**config.mk**
```make
export PLATFORM = sky130hd
export DESIGN_NAME = rtc_seconds_counter
export DESIGN_NICKNAME = d
export VERILOG_FILES = /design/src/rtl/rtc_sec_pkg.sv /design/src/rtl/rtc_cfg_regs.sv /design/src/rtl/rtc_time_core.sv /design/src/rtl/rtc_alarm_match.sv /design/src/rtl/rtc_seconds_counter.sv
export SDC_FILE = /design/constraint.sdc
export NUM_CORES = 1
export LEC_CHECK = 0
export BUFFER_PORTS_ARGS = -buffer_cell sky130_fd_sc_hd__buf_2
export CAP_MARGIN = 25
export CELL_PAD_IN_SITES_DETAIL_PLACEMENT = 0
export CELL_PAD_IN_SITES_GLOBAL_PLACEMENT = 1
export CORE_UTILIZATION = 39
export DETAILED_ROUTE_END_ITERATION = 7
export PLACE_DENSITY_LB_ADDON = 0.1
export REMOVE_ABC_BUFFERS = 1
export SYNTH_ARGS = -nofsm -noshare
export SYNTH_HDL_FRONTEND = slang
export SYNTH_HIERARCHICAL = 1
export SYNTH_SLANG_ARGS = --single-unit
```
**constraint.sdc**
```tcl
create_clock -name clk -period 2.41 [get_ports clk]
set_input_delay 0.3615 -clock clk [delete_from_list [all_inputs] [get_ports clk]]
set_output_delay 0.3615 -clock clk [all_outputs]
set_load 0.1 [all_outputs]
```
**src/rtl/rtc_sec_pkg.sv**
```systemverilog
package rtc_sec_pkg;

    localparam int SEL_W  = 3;
    localparam int CTRL_W = 5;

    localparam int STAT_ALARM_BIT = 0;
    localparam int STAT_OVF_BIT   = 1;
    localparam int STAT_NV_BIT    = 2;

    typedef enum logic [SEL_W-1:0] {
        SEL_SEC   = 3'd0,
        SEL_FRAC  = 3'd1,
        SEL_ALARM = 3'd2,
        SEL_CTRL  = 3'd3,
        SEL_STAT  = 3'd4
    } reg_sel_e;

    // bit 4 hard lock, bit 3 soft lock, bit 2 overflow tamper, bit 1 alarm ie, bit 0 enable
    typedef struct packed {
        logic hard_lock;
        logic soft_lock;
        logic ovf_tamper;
        logic alarm_ie;
        logic cnt_en;
    } ctrl_t;

    // Lock bits are set-only; the hard lock pins the enable bit.
    function automatic ctrl_t ctrl_next(input ctrl_t cur, input logic [CTRL_W-1:0] wd);
        ctrl_t req;
        ctrl_t nxt;
        req            = ctrl_t'(wd);
        nxt.cnt_en     = cur.hard_lock ? cur.cnt_en : req.cnt_en;
        nxt.alarm_ie   = req.alarm_ie;
        nxt.ovf_tamper = req.ovf_tamper;
        nxt.soft_lock  = cur.soft_lock | req.soft_lock;
        nxt.hard_lock  = cur.hard_lock | req.hard_lock;
        return nxt;
    endfunction

    function automatic logic counter_writable(input ctrl_t c, input logic fail);
        return !(c.soft_lock || c.hard_lock || fail);
    endfunction

endpackage

```
**src/rtl/rtc_cfg_regs.sv**
```systemverilog
module rtc_cfg_regs
    import rtc_sec_pkg::*;
#(
    parameter int DATA_W = 32
) (
    input  logic              clk,
    input  logic              rst,
    input  logic              ctrl_we,
    input  logic              alarm_we,
    input  logic [DATA_W-1:0] wr_data,
    output ctrl_t             ctrl_q,
    output logic [DATA_W-1:0] alarm_q
);

    always_ff @(posedge clk) begin
        if (rst) begin
            ctrl_q  <= '0;
            alarm_q <= '1;
        end else begin
            if (ctrl_we) begin
                ctrl_q <= ctrl_next(ctrl_q, wr_data[CTRL_W-1:0]);
            end
            if (alarm_we) begin
                alarm_q <= wr_data;
            end
        end
    end

endmodule

```
**src/rtl/rtc_time_core.sv**
```systemverilog
module rtc_time_core #(
    parameter int SEC_W  = 32,
    parameter int FRAC_W = 15
) (
    input  logic              clk,
    input  logic              rst,
    input  logic              run,
    input  logic              sec_we,
    input  logic              frac_we,
    input  logic [SEC_W-1:0]  wr_data,
    input  logic              clr_ovf,
    input  logic              clr_nv,
    output logic [SEC_W-1:0]  sec_q,
    output logic [FRAC_W-1:0] frac_q,
    output logic              ovf_q,
    output logic              nv_q,
    output logic              sec_step,
    output logic [SEC_W-1:0]  sec_inc
);

    localparam int TOT_W = SEC_W + FRAC_W;

    logic [TOT_W:0] sum;
    logic           wrap;

    assign sum      = {1'b0, sec_q, frac_q} + {{TOT_W{1'b0}}, 1'b1};
    assign wrap     = run && sum[TOT_W];
    assign sec_step = run && (frac_q == {FRAC_W{1'b1}});
    assign sec_inc  = sum[TOT_W-1:FRAC_W];

    always_ff @(posedge clk) begin
        if (rst) begin
            sec_q  <= '0;
            frac_q <= '0;
            ovf_q  <= 1'b0;
            nv_q   <= 1'b1;
        end else begin
            if (sec_we) begin
                sec_q <= wr_data;
            end else if (sec_step) begin
                sec_q <= sec_inc;
            end

            if (frac_we) begin
                frac_q <= wr_data[FRAC_W-1:0];
            end else if (run) begin
                frac_q <= sum[FRAC_W-1:0];
            end

            if (wrap) begin
                ovf_q <= 1'b1;
            end else if (clr_ovf) begin
                ovf_q <= 1'b0;
            end

            if (sec_we || clr_nv) begin
                nv_q <= 1'b0;
            end
        end
    end

endmodule

```
**src/rtl/rtc_alarm_match.sv**
```systemverilog
module rtc_alarm_match #(
    parameter int SEC_W = 32
) (
    input  logic             clk,
    input  logic             rst,
    input  logic             sec_step,
    input  logic [SEC_W-1:0] sec_inc,
    input  logic [SEC_W-1:0] alarm,
    input  logic             clr,
    input  logic             irq_en,
    input  logic             svc,
    output logic             flag_q,
    output logic             irq
);

    logic hit;

    assign hit = sec_step && (sec_inc == alarm);
    assign irq = flag_q && irq_en && !svc;

    always_ff @(posedge clk) begin
        if (rst) begin
            flag_q <= 1'b0;
        end else if (hit) begin
            flag_q <= 1'b1;
        end else if (clr) begin
            flag_q <= 1'b0;
        end
    end

endmodule

```
**src/rtl/rtc_seconds_counter.sv**
```systemverilog
module rtc_seconds_counter
    import rtc_sec_pkg::*;
#(
    parameter int SEC_W  = 32,
    parameter int FRAC_W = 15
) (
    input  logic              clk,
    input  logic              rst,
    input  logic              tick_i,
    input  logic              fail_i,
    input  logic              svc_i,
    input  logic              wr_en_i,
    input  logic [SEL_W-1:0]  wr_sel_i,
    input  logic [SEC_W-1:0]  wr_data_i,
    output logic [SEC_W-1:0]  seconds_o,
    output logic [FRAC_W-1:0] frac_o,
    output logic              alarm_flag_o,
    output logic              ovf_flag_o,
    output logic              invalid_o,
    output logic              irq_o,
    output logic              fail_req_o
);

    ctrl_t            ctrl_q;
    logic [SEC_W-1:0] alarm_q;
    logic             writable;
    logic             sec_we;
    logic             frac_we;
    logic             ctrl_we;
    logic             alarm_we;
    logic             stat_we;
    logic             run;
    logic             sec_step;
    logic [SEC_W-1:0] sec_inc;

    assign writable = counter_writable(ctrl_q, fail_i);
    assign sec_we   = wr_en_i && (reg_sel_e'(wr_sel_i) == SEL_SEC)  && writable;
    assign frac_we  = wr_en_i && (reg_sel_e'(wr_sel_i) == SEL_FRAC) && writable;
    assign alarm_we = wr_en_i && (reg_sel_e'(wr_sel_i) == SEL_ALARM);
    assign ctrl_we  = wr_en_i && (reg_sel_e'(wr_sel_i) == SEL_CTRL);
    assign stat_we  = wr_en_i && (reg_sel_e'(wr_sel_i) == SEL_STAT);

    assign run = tick_i && ctrl_q.cnt_en && !ovf_flag_o && !invalid_o && !fail_i;

    assign fail_req_o = ovf_flag_o && ctrl_q.ovf_tamper;

    rtc_cfg_regs #(.DATA_W(SEC_W)) u_cfg (
        .clk      (clk),
        .rst      (rst),
        .ctrl_we  (ctrl_we),
        .alarm_we (alarm_we),
        .wr_data  (wr_data_i),
        .ctrl_q   (ctrl_q),
        .alarm_q  (alarm_q)
    );

    rtc_time_core #(.SEC_W(SEC_W), .FRAC_W(FRAC_W)) u_core (
        .clk      (clk),
        .rst      (rst),
        .run      (run),
        .sec_we   (sec_we),
        .frac_we  (frac_we),
        .wr_data  (wr_data_i),
        .clr_ovf  (stat_we && wr_data_i[STAT_OVF_BIT]),
        .clr_nv   (stat_we && wr_data_i[STAT_NV_BIT]),
        .sec_q    (seconds_o),
        .frac_q   (frac_o),
        .ovf_q    (ovf_flag_o),
        .nv_q     (invalid_o),
        .sec_step (sec_step),
        .sec_inc  (sec_inc)
    );

    rtc_alarm_match #(.SEC_W(SEC_W)) u_alarm (
        .clk      (clk),
        .rst      (rst),
        .sec_step (sec_step),
        .sec_inc  (sec_inc),
        .alarm    (alarm_q),
        .clr      (stat_we && wr_data_i[STAT_ALARM_BIT]),
        .irq_en   (ctrl_q.alarm_ie),
        .svc      (svc_i),
        .flag_q   (alarm_flag_o),
        .irq      (irq_o)
    );

endmodule

```
Word-level counts from Yosys, hierarchy flattened. Cells that the tools add are included. Widths: inputs -> output; s select.

Flip-flop bits (word level): 87. Input port bits: 41. Output and inout port bits: 52. Word-level logic and storage cells: 63.

Add/subtract/negate cells: 1. Equality and inequality tests: 6. Muxes and demuxes: 8. Bitwise logic cells: 3. Reductions and logical operators: 34.

Operators by type and width (number): $mux 32 (2); $add 47x1->48 const B (1); $eq 32x32->1 (1); $mux 15 (2); $logic_and 1x1->1 (20); $eq 15x15->1 const B (1); $reduce_bool 2->1 (4); $eq 3x2->1 const B (2); $logic_not 1->1 (5); $mux 1 (4); $eq 3x1->1 const B (1); $eq 3x3->1 const B (1); $logic_not 3->1 (1); $logic_or 1x1->1 (3); $or 1x1->1 (2); $reduce_and 2->1 (1); $not 1->1 (1).

Longest topological paths before layout.
Depth in word-level cells: 7. Depth in mapped cells: 12. Mapped depth without buffers: 11.

By module. The synthesis kept the hierarchy.

Modules (own cells, without submodules): rtc_time_core (instances 1, cells an instance 470, area an instance 3733.6 um^2, seq. area each 980.9 um^2); rtc_cfg_regs (instances 1, cells an instance 124, area an instance 1385.1 um^2, seq. area each 740.7 um^2); rtc_alarm_match (instances 1, cells an instance 49, area an instance 396.6 um^2, seq. area each 20.0 um^2); rtc_seconds_counter (instances 1, cells an instance 12, area an instance 103.8 um^2, seq. area each 0.0 um^2).

Worst setup path after synthesis. Ideal clock, no wire load.

Path type: reg-to-reg. From: reg u_core.frac_q[2]. To: reg u_alarm.flag_q. Setup time: 0.069 ns. Data arrival time: 3.359 ns. Required time: 2.341 ns. Setup slack: -1.018 ns. Stages on the path, launching flop included: 13. Path buffers: 2. Period minus slack after synthesis: 3.428 ns. Cell sequence: dfxtp_1 -> and4_1 -> buf_2 -> nand4_2 -> buf_2 -> nor4_1 -> nand3_1 -> xnor2_1 -> xnor2_1 -> nand4_1 -> nor4_1 -> nand4_1 -> o21ai_1.

Cells in the longest elaborated chain, start to end: 4. Elaborated cells between the ends (all ways): 7. Classes of those cells: 1 x add/sub; 2 x eq/ne; 1 x mux; 3 x reduce/logical.

Ends and longest elaborated chain: start: declaration (line rtc_time_core.sv:14) `output logic [FRAC_W-1:0] frac_q,`; start signal: assignment (line rtc_time_core.sv:45) `frac_q <= wr_data[FRAC_W-1:0];`; start signal: assignment (line rtc_time_core.sv:47) `frac_q <= sum[FRAC_W-1:0];`; $add 47x1->48 * (line rtc_time_core.sv:26) `assign sum = {1'b0, sec_q, frac_q} + {{TOT_W{1'b0}}, 1'b1};`; net sec_inc[24] (line rtc_seconds_counter.sv:34) `logic [SEC_W-1:0] sec_inc;`; $eq 32x32->1 * (line rtc_alarm_match.sv:18) `assign hit = sec_step && (sec_inc == alarm);`; $logic_and 1x1->1 * (line rtc_alarm_match.sv:18); $mux 1 or $reduce_bool 2->1 (tied branches); end signal: assignment (line rtc_alarm_match.sv:23) `flag_q <= 1'b0;`; end signal: assignment (line rtc_alarm_match.sv:25) `flag_q <= 1'b1;`; end signal: assignment (line rtc_alarm_match.sv:27) `flag_q <= 1'b0;`; end: declaration (line rtc_alarm_match.sv:12) `output logic flag_q,`.

Mark *: on every way through the listed nets, which the timed path passes. The rest lies on a longest branch. A chain may end at the register's enable or synchronous reset.

Worst setup path after layout.
From: reg u_core.frac_q[9]. To: reg u_alarm.flag_q.

Same word-level chain as after synthesis.

==> reports/metrics.cfg <==
[run_status]
status = finished with violations
violations = negative setup slack

[die]
design.core.area_mm2 = 0.0140
die-area_mm2 = 0.0149
rows = 43
die_w_um = 122
initial_utilization_pct = 40.2
io_pins = 93
fp.dieH_um = 122

[critical_path]
timing.rr.start = u_core/frac_q[9]
crit_fanout = 7
critPathKind = flip-flop to flip-flop
crit_chain = buf_6 -> and4_4 -> and4_4 -> nand4_4 -> buf_12 -> nor2_1 -> xor2_1 -> xnor2_1 -> nand4_1 -> nor4b_2 -> nand4_1 -> o21ai_1
cp-startpoint = u_core/frac_q[9]
critPathCaptureType = flip-flop
critPathMaxStageDelay_ns = 0.34
crit_arrival_ns = 2.84
worstPathRequired_ns = 2.70
crit_slowest_cell = dfxtp_1
cp-start-kind = flip-flop

[clock_network]
cts_sinks = 87
hold_buffers = 0
clock_path_buffers = 2
htree_levels = 3
cts_buffers = 9
clk_latency_ns = 0.36
cts_root_buf = clkbuf_16
cts_tree = done
clk_pin_slew_ns = 0.07

[global_routing]
grt.overflow.total = 0
grt_pass1_wl_um = 30600
grt_start_max_net_pins = 65
grt_pass1_vias = 5736
gr-usage-all-layers_pct = 27.5
grt_antenna_before_repair = 0

[finish]
drive_above_1_share_pct = 36.4
n_fill_cell = 1349
num-nets-final = 903
fin_area_mm2 = 0.00769
area.growth.synth_to_final_pct = 36.9
diodes = 0

[timing]
finalCriticalPeriod_ns = 2.55
slew_headroom_pct = 63.4
hold_violations = 0
finalSetupTns_ns = -0.144
holdWs_ns = 0.226
fmax_mhz = 392
timing.final.crit_share_pct = 106
setup_slack_ns = -0.144
setup_violations = 1
rsz0062_at_grt = true
slew_violations = 0
worst_pin_slew_ns = 0.548
clock_skew_ns = 0.0102

[placement]
post_dp_cell_area_mm2 = 0.00707
place_hpwl_um = 15000
place.gp.congestion = 0.894
io_buffers = 92
pre_cts_ws_ns = -0.398

[synthesis]
synth_flop_cell = dfxtp_1
syn_area_per_cell_um2 = 8.58
synth_common_cells = dfxtp_1 (87), nor2_1 (66), xnor2_1 (47)
synth_top_area_share_pct = 31.0
yosysUniqueCellTypes = 62
async_flop_share_pct = 0
ys_warn_count = 6
yosysTopAreaCell = dfxtp_1
synth.most_common_cell = dfxtp_1
synth_enable_flop_cells = 0
synth-seq-cells = 87
synthTopCellsByArea = dfxtp_1 (31%), xnor2_1 (7.3%), xor2_1 (6.5%)
ys_seq_area_share_pct = 31.0
postSynthCellCount = 655
syn_area_mm2 = 0.00562

[routing]
vias_per_cell = 5.64
totalWireLength_um = 20200
wl_per_cell_um = 19.3
first_pass_iters = 4
drc_errors = 0
drtIter0Drc = 348
vias = 5896
ant_nets = 0

[worst_hold_path]
hold_path_class = primary input to flip-flop
hp-start = wr_data_i[22]

[job]
cap_violations = 0

[power]
total_power_w = 0.00361
power.density_mw_per_mm2 = 470
vdd_drop_max_mv = 0.291
p_leak_nw = 3.32

[final timing paths]
path / depth (start not counted) / endpoint / slack (ns)
hold reg to reg: 2 / u_cfg/ctrl_q[0] / 0.48
hold / removal: 2 / u_cfg/alarm_q[22] / 0.23
setup / recovery: 12 / u_alarm/flag_q / -0.14
setup reg to reg: 12 / u_alarm/flag_q / -0.14
[placed cells by master, fill, tap and decap left out, types with 5 or more instances in the layout]
cell type / instances
a211o_1: 32
a211oi_1: 23
a21o_1: 5
a21oi_1: 11
a311oi_1: 9
and2_1: 6
and3_1: 8
and4_1: 13
buf_2: 91
buf_4: 143
clkbuf_16: 9
dfxtp_1: 75
dfxtp_2: 12
inv_1: 16
mux2i_1: 7
nand2_1: 37
nand3_1: 16
nand4_1: 36
nor2_1: 64
nor2b_1: 34
nor3_1: 12
nor4_1: 11
nor4_2: 5
nor4_4: 6
o21ai_0: 5
o31ai_1: 6
or4_1: 6
or4_4: 6
xnor2_1: 43
xor2_1: 42
[logic make-up (layout without fill, tap and decap cells)]
logic type	after synthesis	count (layout)	share of synthesized area (%)
AOI/OAI and AO/OA	106	106	14.5
xor gates and xnor gates	89	89	13.9
adders and majority gates	1	1	0.223
buffers and inverters	62	273	6.03
DFF	87	87	31.0
muxes	7	7	1.25
and+or+nand+nor	303	303	33.1
[power breakdown]
part           internal (W)  switching (W)  leakage [nW]
clock              0.000832       0.000610         0.140
sequential          0.00149      0.0000376         0.713
combinational      0.000198       0.000443          2.47
total               0.00252        0.00109          3.32
[timing repair]
action / CTS / global route
endpoints found under the setup margin: 3 / 8
resized for setup: 35 / 11
cloned: 0 / 0
pin swaps: 26 / 7
setup buffers: 15 / 2
[final cells by class]
cell class | instances | area (µm²) | share of cell area [%]
Clock inverter | 3 | 42.5 | 0.553
Sequential cell | 87 | 1760 | 22.8
Inverter | 16 | 60.1 | 0.781
Tap cell | 180 | 225 | 2.93
Clock buffer | 13 | 250 | 3.25
Timing Repair Buffer | 241 | 1630 | 21.2
Multi-Input combinational cell | 506 | 3720 | 48.4
[sequential cells by signal, indices dropped and copies added, names as in the netlist]
| name | count |
|---|---|
| u_cfg/alarm_q | 32 |
| u_core/sec_q | 32 |
| u_core/frac_q | 15 |
| u_cfg/ctrl_q | 5 |
| u_alarm/flag_q | 1 |
| u_core/nv_q | 1 |
| u_core/ovf_q | 1 |
[critical path: cells and delay by family (launching register included)]
family                    cells  cell delay [ns]
and+or+nand+nor               7             1.28
xor gates and xnor gates      2             0.39
DFF                           1             0.34
buffers and inverters         2             0.30
AOI/OAI and AO/OA             1             0.16
[per-layer routing]
layer / GRT usage (%) / wire (µm) / vias up
met5: 0 / 0 / -
met4: 12.7 / 566 / 0
met3: 3.04 / 833 / 29
met2: 46.9 / 9730 / 183
met1: 34.4 / 9020 / 2864
li1: - / - / 2820
[through the flow]
step	instances	utilization [%]
global placement	1013	50.6
floorplan	609	-
CTS	1044	54.6
detailed placement	1013	50.6
global route	1046	55.0
finish	1046	55.0
Power figures use the tool's default switching activity.
